[src/rtl/stencil_pkg.sv]
package stencil_pkg;
  localparam int NUM_OPS = 3;
  localparam int OP_LEFT  = 0;
  localparam int OP_MID   = 1;
  localparam int OP_RIGHT = 2;
endpackage

[src/rtl/stencil_iter_ctrl.sv]
module stencil_iter_ctrl #(
  parameter int T_STEPS = 4,
  parameter int N_PTS   = 8
) (
  input  logic clk,
  input  logic rst,
  input  logic adv_i,
  output logic first_step_o,
  output logic last_step_o,
  output logic low_edge_o,
  output logic high_edge_o,
  output logic last_iter_o,
  output logic finished_o
);
  localparam int TW = $clog2(T_STEPS + 1);
  localparam int IW = $clog2(N_PTS + 1);

  logic [TW-1:0] t_q;
  logic [IW-1:0] i_q;
  logic          fin_q;

  assign first_step_o = (t_q == TW'(1));
  assign last_step_o  = (t_q == TW'(T_STEPS));
  assign low_edge_o   = (i_q == IW'(1));
  assign high_edge_o  = (i_q == IW'(N_PTS));
  assign last_iter_o  = last_step_o && high_edge_o;
  assign finished_o   = fin_q;

  always_ff @(posedge clk) begin
    if (rst) begin
      t_q   <= TW'(1);
      i_q   <= IW'(1);
      fin_q <= 1'b0;
    end else if (adv_i) begin
      if (high_edge_o) begin
        i_q <= IW'(1);
        if (last_step_o) fin_q <= 1'b1;
        else             t_q   <= t_q + TW'(1);
      end else begin
        i_q <= i_q + IW'(1);
      end
    end
  end

  // inner index steps by one within a row
  a_r1_inner_step: assert property (@(posedge clk) disable iff (rst)
    (adv_i && !high_edge_o) |=> (i_q == $past(i_q) + IW'(1)) && (t_q == $past(t_q)));
  // row wrap moves to the next time step
  a_r1_row_wrap: assert property (@(posedge clk) disable iff (rst)
    (adv_i && high_edge_o && !last_step_o) |=> (i_q == IW'(1)) && (t_q == $past(t_q) + TW'(1)));
  // counters hold while no iteration fires
  a_r7_hold_count: assert property (@(posedge clk) disable iff (rst)
    !adv_i |=> $stable(i_q) && $stable(t_q));
endmodule

[src/rtl/stencil_load_queue.sv]
module stencil_load_queue #(
  parameter int DW     = 16,
  parameter int DEPTH  = 4,
  parameter int MAXPOP = 3
) (
  input  logic                         clk,
  input  logic                         rst,
  input  logic                         push_i,
  input  logic [DW-1:0]                push_data_i,
  input  logic [1:0]                   pop_n_i,
  output logic                         room_o,
  output logic [$clog2(DEPTH+1)-1:0]   count_o,
  output logic [MAXPOP-1:0][DW-1:0]    head_o
);
  localparam int CW = $clog2(DEPTH + 1);

  logic [DW-1:0] q   [DEPTH];
  logic [DW-1:0] q_nx[DEPTH];
  logic [CW-1:0] cnt_q;

  assign room_o  = (cnt_q < CW'(DEPTH));
  assign count_o = cnt_q;

  always_comb begin
    for (int k = 0; k < DEPTH; k++) begin
      if (k + int'(pop_n_i) < DEPTH) q_nx[k] = q[k + int'(pop_n_i)];
      else                           q_nx[k] = q[k];
    end
    if (push_i) q_nx[int'(cnt_q) - int'(pop_n_i)] = push_data_i;
  end

  always_ff @(posedge clk) begin
    for (int k = 0; k < DEPTH; k++) q[k] <= q_nx[k];
    if (rst) cnt_q <= '0;
    else     cnt_q <= cnt_q - CW'(pop_n_i) + CW'(push_i);
  end

  for (genvar g = 0; g < MAXPOP; g++) begin : g_head
    assign head_o[g] = q[g];
  end

  // never take more load items than are queued
  a_r4_no_underflow: assert property (@(posedge clk) disable iff (rst)
    int'(pop_n_i) <= int'(cnt_q));
  // never accept an item without room
  a_r7_no_overflow: assert property (@(posedge clk) disable iff (rst)
    push_i |-> cnt_q < CW'(DEPTH));
endmodule

[src/rtl/stencil_chan_fifo.sv]
module stencil_chan_fifo #(
  parameter int DW    = 16,
  parameter int DEPTH = 16
) (
  input  logic          clk,
  input  logic          rst,
  input  logic          wr_i,
  input  logic [DW-1:0] wr_data_i,
  input  logic          rd_i,
  output logic [DW-1:0] rd_data_o,
  output logic          full_o,
  output logic          empty_o
);
  localparam int AW = $clog2(DEPTH);

  logic [DW-1:0] mem [DEPTH];
  logic [AW-1:0] wp_q, rp_q;
  logic [AW:0]   cnt_q;

  assign full_o    = (cnt_q == (AW+1)'(DEPTH));
  assign empty_o   = (cnt_q == '0);
  assign rd_data_o = mem[rp_q];

  always_ff @(posedge clk) begin
    if (wr_i) mem[wp_q] <= wr_data_i;
  end

  always_ff @(posedge clk) begin
    if (rst) begin
      wp_q  <= '0;
      rp_q  <= '0;
      cnt_q <= '0;
    end else begin
      if (wr_i) wp_q <= wp_q + AW'(1);
      if (rd_i) rp_q <= rp_q + AW'(1);
      cnt_q <= cnt_q + (AW+1)'(wr_i) - (AW+1)'(rd_i);
    end
  end

  // a channel is never written when full
  a_r5_chan_no_overflow: assert property (@(posedge clk) disable iff (rst)
    wr_i |-> !full_o);
  // a channel operand is only taken when present
  a_r3_chan_no_underflow: assert property (@(posedge clk) disable iff (rst)
    rd_i |-> !empty_o);
endmodule

[src/rtl/stencil_proc.sv]
module stencil_proc #(
  parameter int T_STEPS  = 4,
  parameter int N_PTS    = 8,
  parameter int DW       = 16,
  parameter int LQ_DEPTH = 4
) (
  input  logic          clk,
  input  logic          rst,
  input  logic          ld_valid_i,
  input  logic [DW-1:0] ld_data_i,
  output logic          ld_ready_o,
  output logic          st_valid_o,
  output logic [DW-1:0] st_data_o,
  input  logic          st_ready_i,
  output logic          done_o
);
  import stencil_pkg::*;

  localparam int CH_AW    = $clog2(N_PTS + 1);
  localparam int CH_DEPTH = 1 << CH_AW;
  localparam int LCW      = $clog2(LQ_DEPTH + 1);

  logic first_step, last_step, low_edge, high_edge, last_iter, finished;
  logic fire;

  stencil_iter_ctrl #(.T_STEPS(T_STEPS), .N_PTS(N_PTS)) u_ctrl (
    .clk(clk), .rst(rst), .adv_i(fire),
    .first_step_o(first_step), .last_step_o(last_step),
    .low_edge_o(low_edge), .high_edge_o(high_edge),
    .last_iter_o(last_iter), .finished_o(finished)
  );

  // operand source selection (load wins over channel)
  logic [NUM_OPS-1:0] from_load;
  logic [NUM_OPS-1:0] ch_wmask;
  assign from_load[OP_LEFT]  = first_step || low_edge;
  assign from_load[OP_MID]   = first_step;
  assign from_load[OP_RIGHT] = first_step || high_edge;

  // result targets in the next step: left feed skips i=N, right feed skips i=1
  assign ch_wmask[OP_LEFT]  = !high_edge;
  assign ch_wmask[OP_MID]   = 1'b1;
  assign ch_wmask[OP_RIGHT] = !low_edge;

  logic [1:0] need_cnt;
  assign need_cnt = 2'($countones(from_load));

  // load queue
  logic                      lq_room;
  logic [LCW-1:0]            lq_count;
  logic [NUM_OPS-1:0][DW-1:0] lq_head;
  logic [1:0]                lq_pop;

  assign ld_ready_o = lq_room;
  assign lq_pop     = fire ? need_cnt : 2'd0;

  stencil_load_queue #(.DW(DW), .DEPTH(LQ_DEPTH), .MAXPOP(NUM_OPS)) u_lq (
    .clk(clk), .rst(rst),
    .push_i(ld_valid_i && lq_room), .push_data_i(ld_data_i),
    .pop_n_i(lq_pop), .room_o(lq_room), .count_o(lq_count), .head_o(lq_head)
  );

  // local channels and operand multiplexers
  logic [NUM_OPS-1:0]         ch_full, ch_empty, ch_wr, ch_rd;
  logic [NUM_OPS-1:0][DW-1:0] ch_dout;
  logic [NUM_OPS-1:0][DW-1:0] opnd;
  logic [NUM_OPS-1:0][1:0]    lidx;
  logic [DW-1:0]              sum;

  always_comb begin
    lidx[OP_LEFT]  = 2'd0;
    lidx[OP_MID]   = {1'b0, from_load[OP_LEFT]};
    lidx[OP_RIGHT] = {1'b0, from_load[OP_LEFT]} + {1'b0, from_load[OP_MID]};
  end

  for (genvar g = 0; g < NUM_OPS; g++) begin : g_op
    assign ch_rd[g] = fire && !from_load[g];
    assign ch_wr[g] = fire && !last_step && ch_wmask[g];
    assign opnd[g]  = from_load[g] ? lq_head[lidx[g]] : ch_dout[g];

    stencil_chan_fifo #(.DW(DW), .DEPTH(CH_DEPTH)) u_ch (
      .clk(clk), .rst(rst),
      .wr_i(ch_wr[g]), .wr_data_i(sum),
      .rd_i(ch_rd[g]), .rd_data_o(ch_dout[g]),
      .full_o(ch_full[g]), .empty_o(ch_empty[g])
    );
  end

  assign sum = opnd[OP_LEFT] + opnd[OP_MID] + opnd[OP_RIGHT];

  // firing rule
  logic ops_ok, out_ok;
  assign ops_ok = (int'(need_cnt) <= int'(lq_count)) && (&(from_load | ~ch_empty));
  assign out_ok = last_step ? (!st_valid_o || st_ready_i) : (&(~ch_wmask | ~ch_full));
  assign fire   = !finished && ops_ok && out_ok;

  // store register and done pulse
  logic st_last_q;

  always_ff @(posedge clk) begin
    if (rst) begin
      st_valid_o <= 1'b0;
      st_data_o  <= '0;
      st_last_q  <= 1'b0;
      done_o     <= 1'b0;
    end else begin
      done_o <= st_valid_o && st_ready_i && st_last_q;
      if (fire && last_step) begin
        st_valid_o <= 1'b1;
        st_data_o  <= sum;
        st_last_q  <= last_iter;
      end else if (st_ready_i) begin
        st_valid_o <= 1'b0;
      end
    end
  end

  // a pending store item is held until accepted
  a_r6_store_hold: assert property (@(posedge clk) disable iff (rst)
    (st_valid_o && !st_ready_i) |=> st_valid_o && $stable(st_data_o));
  // a new store item comes only from a final-step iteration
  a_r5_store_source: assert property (@(posedge clk) disable iff (rst)
    $rose(st_valid_o) |-> $past(fire && last_step));
  // done lasts one cycle
  a_r9_done_pulse: assert property (@(posedge clk) disable iff (rst)
    done_o |=> !done_o);
  // a first-step iteration takes all three operands from the queue
  a_r3_first_row_loads: assert property (@(posedge clk) disable iff (rst)
    (fire && first_step) |-> int'(lq_count) >= NUM_OPS);
endmodule

[config.mk]
export PLATFORM = sky130hd
export DESIGN_NAME = stencil_proc
export DESIGN_NICKNAME = d
export VERILOG_FILES = /design/src/rtl/stencil_pkg.sv /design/src/rtl/stencil_iter_ctrl.sv /design/src/rtl/stencil_load_queue.sv /design/src/rtl/stencil_chan_fifo.sv /design/src/rtl/stencil_proc.sv
export SDC_FILE = /design/constraint.sdc
export NUM_CORES = 1
export LEC_CHECK = 0
export BUFFER_PORTS_ARGS = -buffer_cell sky130_fd_sc_hd__clkbuf_2
export CORE_MARGIN = 5
export CORE_UTILIZATION = 45
export CTS_BUF_LIST = sky130_fd_sc_hd__clkbuf_4 sky130_fd_sc_hd__clkbuf_8
export DETAILED_ROUTE_END_ITERATION = 8
export GPL_TIMING_DRIVEN = 1
export PLACE_DENSITY = 0.72
export SYNTH_ARGS = -nofsm -noshare
export SYNTH_HDL_FRONTEND = slang
export SYNTH_SLANG_ARGS = --single-unit
[constraint.sdc]
create_clock -name clk -period 7.5 [get_ports clk]
set_input_delay 1.5 -clock clk [delete_from_list [all_inputs] [get_ports clk]]
set_output_delay 1.5 -clock clk [all_outputs]
set_load 0.02 [all_outputs]
==> results.sh, run 1 <==
export IMPL_period_share=0.827
export IMPL_die_w_microns=301
export IMPL_grt_pass1_vias=21400
export IMPL_synth_area_per_cell_sq_um=17.3
export IMPL_yosys_warnings=0
export IMPL_worst_slew_pin_transition_ps=1350
export IMPL_clkTransAtPathRegs_ps=60
export IMPL_viasPerCell=5.80
export IMPL_cts_buffers=144
export IMPL_synth_area_top_cells="edfxtp_1 60%, mux4_2 14%, dfxtp_1 7.6%"
export IMPL_drtIter0Drc=2262
export IMPL_core_sq_um=84000
export IMPL_start_kind="flip-flop"
export IMPL_yosys_register_bits=913
export IMPL_critPathKind="reg -> reg"
export IMPL_synthesis_nets=2314
export IMPL_cp_max_fo=36
export IMPL_cts_tree="built"
export IMPL_min_to="u_ctrl.finished_o"
export IMPL_holdPathStages=2
export IMPL_maxSlewHeadroom=0.0971
export IMPL_die_y_microns=301
export IMPL_drv_slew=0
export IMPL_hold_path_class="reg -> reg"
export IMPL_hold_viol=0
export IMPL_gr_total_overflow=0
export IMPL_final_cell_mix="768 x edfxtp_1, 238 x mux4_2, 195 x nand2_1"
export IMPL_hp_start="u_ctrl.finished_o"
export IMPL_antenna_found_initial=2
export IMPL_fmaxAchievable_mhz=161
export IMPL_dp_hpwl_microns=54200
export IMPL_nets=2466
export IMPL_synth_edff_count=768
export IMPL_clock_path_buffers=3
export IMPL_drive_gt1_frac=0.267
export IMPL_cts_resized_gates=0
export IMPL_finalSetupViolCount=0
export IMPL_start_util=0.455
export IMPL_maxCapViolations=0
export IMPL_grt_pass1_wl_microns=136000
export IMPL_fin_crit_ps=6200
export IMPL_clock_skew_ps=44.3
export IMPL_htree_num_levels=4
export IMPL_synth_cells=2212
export IMPL_setup_tns_ps=0
export IMPL_cp_arrival_ps=6830
export IMPL_gp_congestion=0.855
export IMPL_io_pins=39
export IMPL_status="complete, no violations"
export IMPL_area_growth_pct=13.0
export IMPL_grt_total_usage=0.200
export IMPL_reg2reg_setup_slack_ps=1300
export IMPL_remaining_drc_errors=0
export IMPL_synthFlopType="edfxtp_1"
export IMPL_routed_via_count=20900
export IMPL_grt_max_degree=75
export IMPL_async_flop_share=0
export IMPL_r2r_cells=16
export IMPL_synth_top_area_cell="edfxtp_1"
export IMPL_wire_per_inst_microns=25.0
export IMPL_yosysSeqAreaShare=0.680
export IMPL_totalWireLength_microns=90200
export IMPL_dieArea_sq_um=90800
export IMPL_port_buffers=38
export IMPL_first_pass_iters=5
export IMPL_synth_top_area_frac=0.604
export IMPL_r2r_end="g_op[2].u_ch.mem[10][13]"
export IMPL_clkSinkCount=913
export IMPL_synth_cell_type_count=61
export IMPL_required_ps=8140
export IMPL_ctsHoldBuffers=0
export IMPL_end_kind="flip-flop"
export IMPL_syn_area_sq_um=38200
export IMPL_cts_setup_buffers=0
export IMPL_rsz0062_at_grt="no"
export IMPL_fp_row_count=106
export IMPL_root_buffer="clkbuf_8"
export IMPL_ant_nets=0
export IMPL_clkLatencyLatePin_ps=810
export IMPL_layout_commonest_cell="edfxtp_1"
-- synthesized netlist by cell type (9+ instances only) --
master    count
ha_1         61
o21ai_0      14
fa_1         21
clkbuf_1     63
nand2_1     195
and2_1       13
nor2b_1      11
nor3_1       14
mux2i_1     140
a21oi_1      73
xor2_1       26
inv_1        63
a21o_1        9
edfxtp_1    768
dfxtp_1     145
buf_1        41
a221o_1      16
nor2_1      138
a31oi_1      15
mux4_2      238
mux2_2       16
xnor2_1      18
o21ai_1      17
-- worst max-delay path, cell delays in order (launching register included) --
cell,delay [ps]
dfxtp_2,980
buf_4,410
mux4_2,340
mux4_2,510
nand2_1,90
nand2_1,80
fa_2,390
ha_1,200
inv_1,80
fa_1,230
nor2b_1,80
nor3_1,460
o21ai_0,200
a31oi_1,330
o21ai_0,300
xor2_4,970
buf_4,350
-- logic make-up after synthesis --
family | share of synthesized area
flops | 0.680
simple gates | 0.0497
mux | 0.182
buf+inv | 0.0198
compound gates | 0.0273
fa+ha+maj | 0.0310
xor+xnor | 0.0107
-- layer usage --
layer	share of wire	GRT usage	vias to the layer above
met4	0.023	0.0601	2
met2	0.48	0.322	992
met3	0.085	0.0467	139
met5	0.00014	0	-
li1	-	-	8929
met1	0.41	0.276	10900
-- worst max path at each step --
| stage | startpoint | endpoint | slack, ps | cells after the start |
|---|---|---|---|---|
| final | flip-flop | g_op[2].u_ch.mem[10][13] | 1300 | 16 |
| after global routing | flip-flop | g_op[1].u_ch.mem[13][15] | 1090 | 18 |
| after CTS | flip-flop | g_op[2].u_ch.mem[6][13] | 1320 | 13 |
| after detailed placement | flip-flop | g_op[2].u_ch.mem[13][13] | 1330 | 16 |
| after global placement | flip-flop | g_op[1].u_ch.mem[11][15] | 1500 | 18 |
| after floorplan | flip-flop | g_op[0].u_ch.mem[0][13] | 1450 | 16 |
-- stage by stage --
stage | cell area, sq um | util | setup WS [ps] | cells | hold WS [ps]
floorplan | 38200 | - | 1450 | 2212 | 431
global placement | 40300 | 0.480 | 1500 | 3352 | 442
detailed placement | 40300 | 0.480 | 1330 | 3352 | 445
CTS | 43100 | 0.514 | 1320 | 3608 | 454
global route | 43100 | 0.514 | 1090 | 3609 | 481
finish | 43100 | 0.514 | 1300 | 3609 | 457
-- flip-flops by register name (all words and copies together), names as in the netlist, 4 cells and up, named ones only --
name / flops
g_op.u_ch.rp_q: 12
g_op.u_ch.wp_q: 12
st_data_o: 16
g_op.u_ch.cnt_q: 15
g_op.u_ch.mem: 768
u_ctrl.i_q: 4
u_lq.q: 64
-- final cells by class --
type	instances	area, sq um
Timing Repair Buffer	125	868
Multi-Input combinational cell	1117	11800
Tap cell	1134	1420
Inverter	63	236
Sequential cell	913	26000
Clock buffer	203	2460
Clock inverter	53	414
Antenna cell	1	2.50
Fill cell	6516	40800
Power of run 1 is left out: the tool's default activity adds up to more than one toggle a clock period on the data nets, which glitch-free logic cannot reach.
==> run 2, diff against run 1 <==
- PLACE_DENSITY: 0.72 -> 0.74
- clock period: 7.5 -> 5 ns (I/O delays scaled with it)
==> results.sh, run 2 (synthesized netlist as in run 1, its figures left out) <==
export IMPL_status="complete, no violations"
export IMPL_grt_pass1_wl_microns=139000
export IMPL_remaining_drc_errors=0
export IMPL_start_util=0.455
export IMPL_antenna_found_initial=3
export IMPL_hold_viol=0
export IMPL_viasPerCell=5.76
export IMPL_final_fill_count=6394
export IMPL_largest_reg_flops=768
export IMPL_final_area_sq_um=44600
export IMPL_drtIter0Drc=2398
export IMPL_drive_gt1_frac=0.305
export IMPL_ctsHoldBuffers=0
export IMPL_fp_row_count=106
export IMPL_start_kind="flip-flop"
export IMPL_r2r_cells=17
export IMPL_hp_start="st_data_o[11]"
export IMPL_reg2reg_setup_slack_ps=160
export IMPL_clkLatencyLatePin_ps=830
export IMPL_area_growth_pct=16.9
export IMPL_routed_via_count=21400
export IMPL_final_cell_mix="768 x edfxtp_1, 238 x mux4_2, 193 x nand2_1"
export IMPL_maxSlewHeadroom=0.282
export IMPL_hold_path_class="reg -> reg"
export IMPL_nets=2574
export IMPL_crit_family="multiplexers"
export IMPL_dp_hpwl_microns=56600
export IMPL_worst_slew_pin_transition_ps=1080
export IMPL_root_buffer="clkbuf_8"
export IMPL_cts_tree="built"
export IMPL_clkSinkCount=913
export IMPL_totalWireLength_microns=92700
export IMPL_critPathKind="reg -> reg"
export IMPL_die_y_microns=301
export IMPL_io_pins=39
export IMPL_r2r_end="g_op[2].u_ch.mem[4][15]"
export IMPL_placed_cell_area_sq_um=41400
export IMPL_min_to="st_data_o[11]"
export IMPL_worst_path_stages=17
export IMPL_gr_total_overflow=0
export IMPL_holdPathStages=2
export IMPL_cts_buffers=140
export IMPL_cpMaxStageDelayCell="mux4_2"
export IMPL_required_ps=5540
export IMPL_cp_max_fo=24
export IMPL_clock_path_buffers=3
export IMPL_htree_num_levels=4
export IMPL_layout_commonest_cell="edfxtp_1"
export IMPL_grt_total_usage=0.206
export IMPL_maxCapViolations=0
export IMPL_gp_congestion=0.825
export IMPL_clock_skew_ps=51.6
export IMPL_critical_path_max_stage_delay_ps=540
export IMPL_placedCellCount=3448
export IMPL_fin_crit_ps=4840
export IMPL_die_w_microns=301
export IMPL_final_cells=3719
export IMPL_clkTransAtPathRegs_ps=60
export IMPL_largest_registers="g_op.u_ch.mem: 768 flops, u_lq.q: 64 flops, st_data_o: 16 flops"
export IMPL_first_pass_iters=5
export IMPL_regMostFlops="g_op.u_ch.mem"
export IMPL_core_sq_um=84000
export IMPL_drv_slew=0
export IMPL_path_buf_inv=5
export IMPL_setup_tns_ps=0
export IMPL_finalSetupViolCount=0
export IMPL_port_buffers=38
export IMPL_end_kind="flip-flop"
export IMPL_grt_max_degree=53
export IMPL_period_share=0.968
export IMPL_dieArea_sq_um=90800
export IMPL_grt_pass1_vias=22200
export IMPL_fmaxAchievable_mhz=207
export IMPL_wire_per_inst_microns=24.9
export IMPL_cp_arrival_ps=5380
export IMPL_ant_nets=0
export IMPL_crit_chain="buf_12 -> mux4_2 -> mux4_2 -> nand2_2 -> a31oi_1 -> fa_1 -> ha_1 -> buf_4 -> and2_1 -> nor2b_1 -> buf_4 -> a31oi_4 -> o21ai_2 -> a31o_2 -> xor3_2 -> clkinvlp_4 -> clkbuf_16"
## run 2: cell count changes in the layout (fill, tap and decap cells not counted), sizes merged
cell,change
buf,+108
bufinv,+1
clkbuf,-1
clkinvlp,-4
inv,+3
xor2,+3
## run 2: how the worst max path moves through the flow
stage                             start                        to
after global placement        flip-flop  g_op[1].u_ch.mem[15][15]
after CTS                     flip-flop    g_op[2].u_ch.mem[6][9]
after detailed placement      flip-flop   g_op[0].u_ch.mem[1][14]
after floorplan           u_ctrl.t_q[1]    g_op[0].u_ch.mem[3][0]
final                         flip-flop   g_op[2].u_ch.mem[4][15]
after global routing          flip-flop   g_op[2].u_ch.mem[0][15]
## run 2: layout make-up
cell class | instances | area [sq um] | area share
multi-input cells | 1120 | 11900 | 0.267
diodes | 1 | 2.50 | 0.0000561
inverters | 63 | 240 | 0.00538
clock buffers | 201 | 2430 | 0.0544
flip-flops and latches | 913 | 26000 | 0.582
clock inverters | 53 | 494 | 0.0111
repair buffers | 234 | 2160 | 0.0485
well taps | 1134 | 1420 | 0.0318
## run 2: metal layers
layer	vias up	part of all wire	track usage
met5	-	0.000086	0
met2	1055	0.49	0.334
met4	2	0.029	0.0676
met3	152	0.090	0.0512
li1	9151	-	-
met1	11100	0.39	0.276
## run 2: worst min-delay path, stage by stage (launching register included)
cell and delay [ps]:
dfxtp_1 310, nand2_1 50, a21oi_1 50
## run 2: stage by stage
stage | hold WS (ps) | utilization | setup WS [ps]
floorplan | 431 | - | -10.2
detailed placement | 451 | 0.493 | -192
global placement | 442 | 0.493 | -72.3
global route | 404 | 0.532 | -11.5
CTS | 379 | 0.530 | 14.3
finish | 455 | 0.532 | 160
## run 2: what timing repair did
item / CTS / global route
gates resized for setup: 4 / 16
cloned: 3 / 1
hold endpoints to repair: 0 / 0
pin swaps: 3 / 3
buffers inserted: 5 / 6
setup endpoints to repair: 96 / 180
Power of run 2 is left out for the same reason.
==> run 3, diff against run 2 <==
- CELL_PAD_IN_SITES_DETAIL_PLACEMENT: not set -> 2
- CELL_PAD_IN_SITES_GLOBAL_PLACEMENT: not set -> 2
- CTS_CLUSTER_SIZE: not set -> 40
- PLACE_DENSITY: 0.74 -> 0.89
- SLEW_MARGIN: not set -> 20
==> results.sh, run 3 (synthesized netlist as in run 1, its figures left out) <==
export IMPL_nets=2676
export IMPL_area_growth_pct=21.4
export IMPL_maxSlewHeadroom=0.211
export IMPL_grt_total_usage=0.374
export IMPL_grt_pass1_wl_microns=235000
export IMPL_die_w_microns=301
export IMPL_rsz0062_at_grt="yes"
export IMPL_start_kind="flip-flop"
export IMPL_dieArea_sq_um=90800
export IMPL_maxCapViolations=0
export IMPL_ff_latch_area_sq_um=26000
export IMPL_root_buffer="clkbuf_8"
export IMPL_routed_via_count=27300
export IMPL_cts_tree="built"
export IMPL_viasPerCell=7.12
export IMPL_clock_skew_ps=95.3
export IMPL_totalWireLength_microns=189000
export IMPL_start_util=0.455
export IMPL_drive_gt1_frac=0.349
export IMPL_final_fill_count=7165
export IMPL_post_route_util=0.552
export IMPL_port_buffers=38
export IMPL_drv_slew=0
export IMPL_htree_num_levels=4
export IMPL_fin_crit_ps=5840
export IMPL_ant_nets=0
export IMPL_final_cell_mix="768 x edfxtp_1, 238 x mux4_2, 201 x buf_4"
export IMPL_io_pins=39
export IMPL_largest_reg_flops=768
export IMPL_fin_ws_ps=-840
export IMPL_cts_buffers=154
export IMPL_dp_hpwl_microns=88500
export IMPL_grt_pass1_vias=27400
export IMPL_multi_input_area_sq_um=12300
export IMPL_die_y_microns=301
export IMPL_regMostFlops="g_op.u_ch.mem"
export IMPL_gp_congestion=0.828
export IMPL_antenna_found_initial=16
export IMPL_end_kind="flip-flop"
export IMPL_cp_arrival_ps=6400
export IMPL_hold_path_class="in -> reg"
export IMPL_clock_path_buffers=3
export IMPL_fmaxAchievable_mhz=171
export IMPL_finalSetupViolCount=488
export IMPL_gr_total_overflow=0
export IMPL_post_place_ws_ps=-968
export IMPL_status="finished, violations left"
export IMPL_fp_row_count=106
export IMPL_clkLatencyLatePin_ps=900
export IMPL_critPathKind="reg -> reg"
export IMPL_failed_checks="setup timing"
export IMPL_layout_commonest_cell="edfxtp_1"
export IMPL_hold_viol=0
export IMPL_drtIter0Drc=4862
export IMPL_core_sq_um=84000
export IMPL_first_pass_iters=7
export IMPL_ctsHoldBuffers=0
export IMPL_cp_max_fo=9
export IMPL_clkTransAtPathRegs_ps=80
export IMPL_wire_per_inst_microns=49.3
export IMPL_worst_slew_pin_transition_ps=1180
export IMPL_required_ps=5560
export IMPL_grt_max_degree=53
export IMPL_remaining_drc_errors=0
export IMPL_period_share=1.17
export IMPL_largest_registers="g_op.u_ch.mem: 768 flops, u_lq.q: 64 flops, st_data_o: 16 flops"
export IMPL_clkSinkCount=913
==> run 3: changes by cell type in the layout (fill, tap and decap cells not counted), moves of 7 or more <==
cell      delta
clkbuf_8    +17
buf_4       +45
nand2_1     -12
ha_1         -7
clkinv_1    +12
nand2_2      +9
buf_6       +12
buf_12      +17
==> run 3: metal layers <==
| layer | vias to the layer above | GRT usage | part of all wire |
|---|---|---|---|
| met5 | - | 0 | 0.00040 |
| met4 | 12 | 0.203 | 0.085 |
| met3 | 886 | 0.0926 | 0.12 |
| met2 | 2983 | 0.608 | 0.45 |
| met1 | 14100 | 0.463 | 0.34 |
| li1 | 9366 | - | - |
==> run 3: path summary, 6_finish.rpt <==
path | startpoint | endpoint | slack (ps) | cells after the start
setup reg to reg | flip-flop | g_op[2].u_ch.mem[8][15] | -840 | 18
hold / removal | ld_data_i[10] | u_lq.q[0][10] | 460 | 3
hold reg to reg | st_last_q | st_last_q | 510 | 2
setup / recovery | flip-flop | g_op[2].u_ch.mem[8][15] | -840 | 18
==> run 3: timing repair <==
action,in CTS,in global routing
setup buffers,25,48
resized for setup,71,83
pin swaps,17,24
endpoints found under the setup margin,501,491
gates cloned,7,8
==> run 3: critical path, cell delays in order, from the launching register on <==
cell and delay (ps):
dfxtp_4 440, buf_12 180, buf_4 150, mux4_2 530, mux4_2 500, nand2_1 170
nand2_1 250, fa_2 580, ha_4 380, and2_1 290, nor2b_4 440, a31oi_4 290
buf_6 210, o21ai_4 200, a31o_4 180, xor3_2 260, clkinvlp_4 130, buf_12 170
clkbuf_16 170
==> run 3: layout make-up <==
cell class / count / share of cell area
diodes: 4 / 0.000216
well taps: 1134 / 0.0306
repair buffers: 322 / 0.0711
clock buffers: 212 / 0.0565
multi-input cells: 1120 / 0.265
clock inverters: 68 / 0.0110
inverters: 63 / 0.00524
flip-flops and latches: 913 / 0.560
==> run 3: metrics by stage <==
stage	hold WS (ps)	instance area [sq um]	std cells	setup TNS [ps]
finish	463	46400	3836	-193830
global route	455	46400	3833	-144150
CTS	407	45300	3776	-9420
detailed placement	459	41500	3465	-136620
global placement	445	41500	3465	-18540
floorplan	431	38400	2212	-1340
Power of run 3 is left out for the same reason.
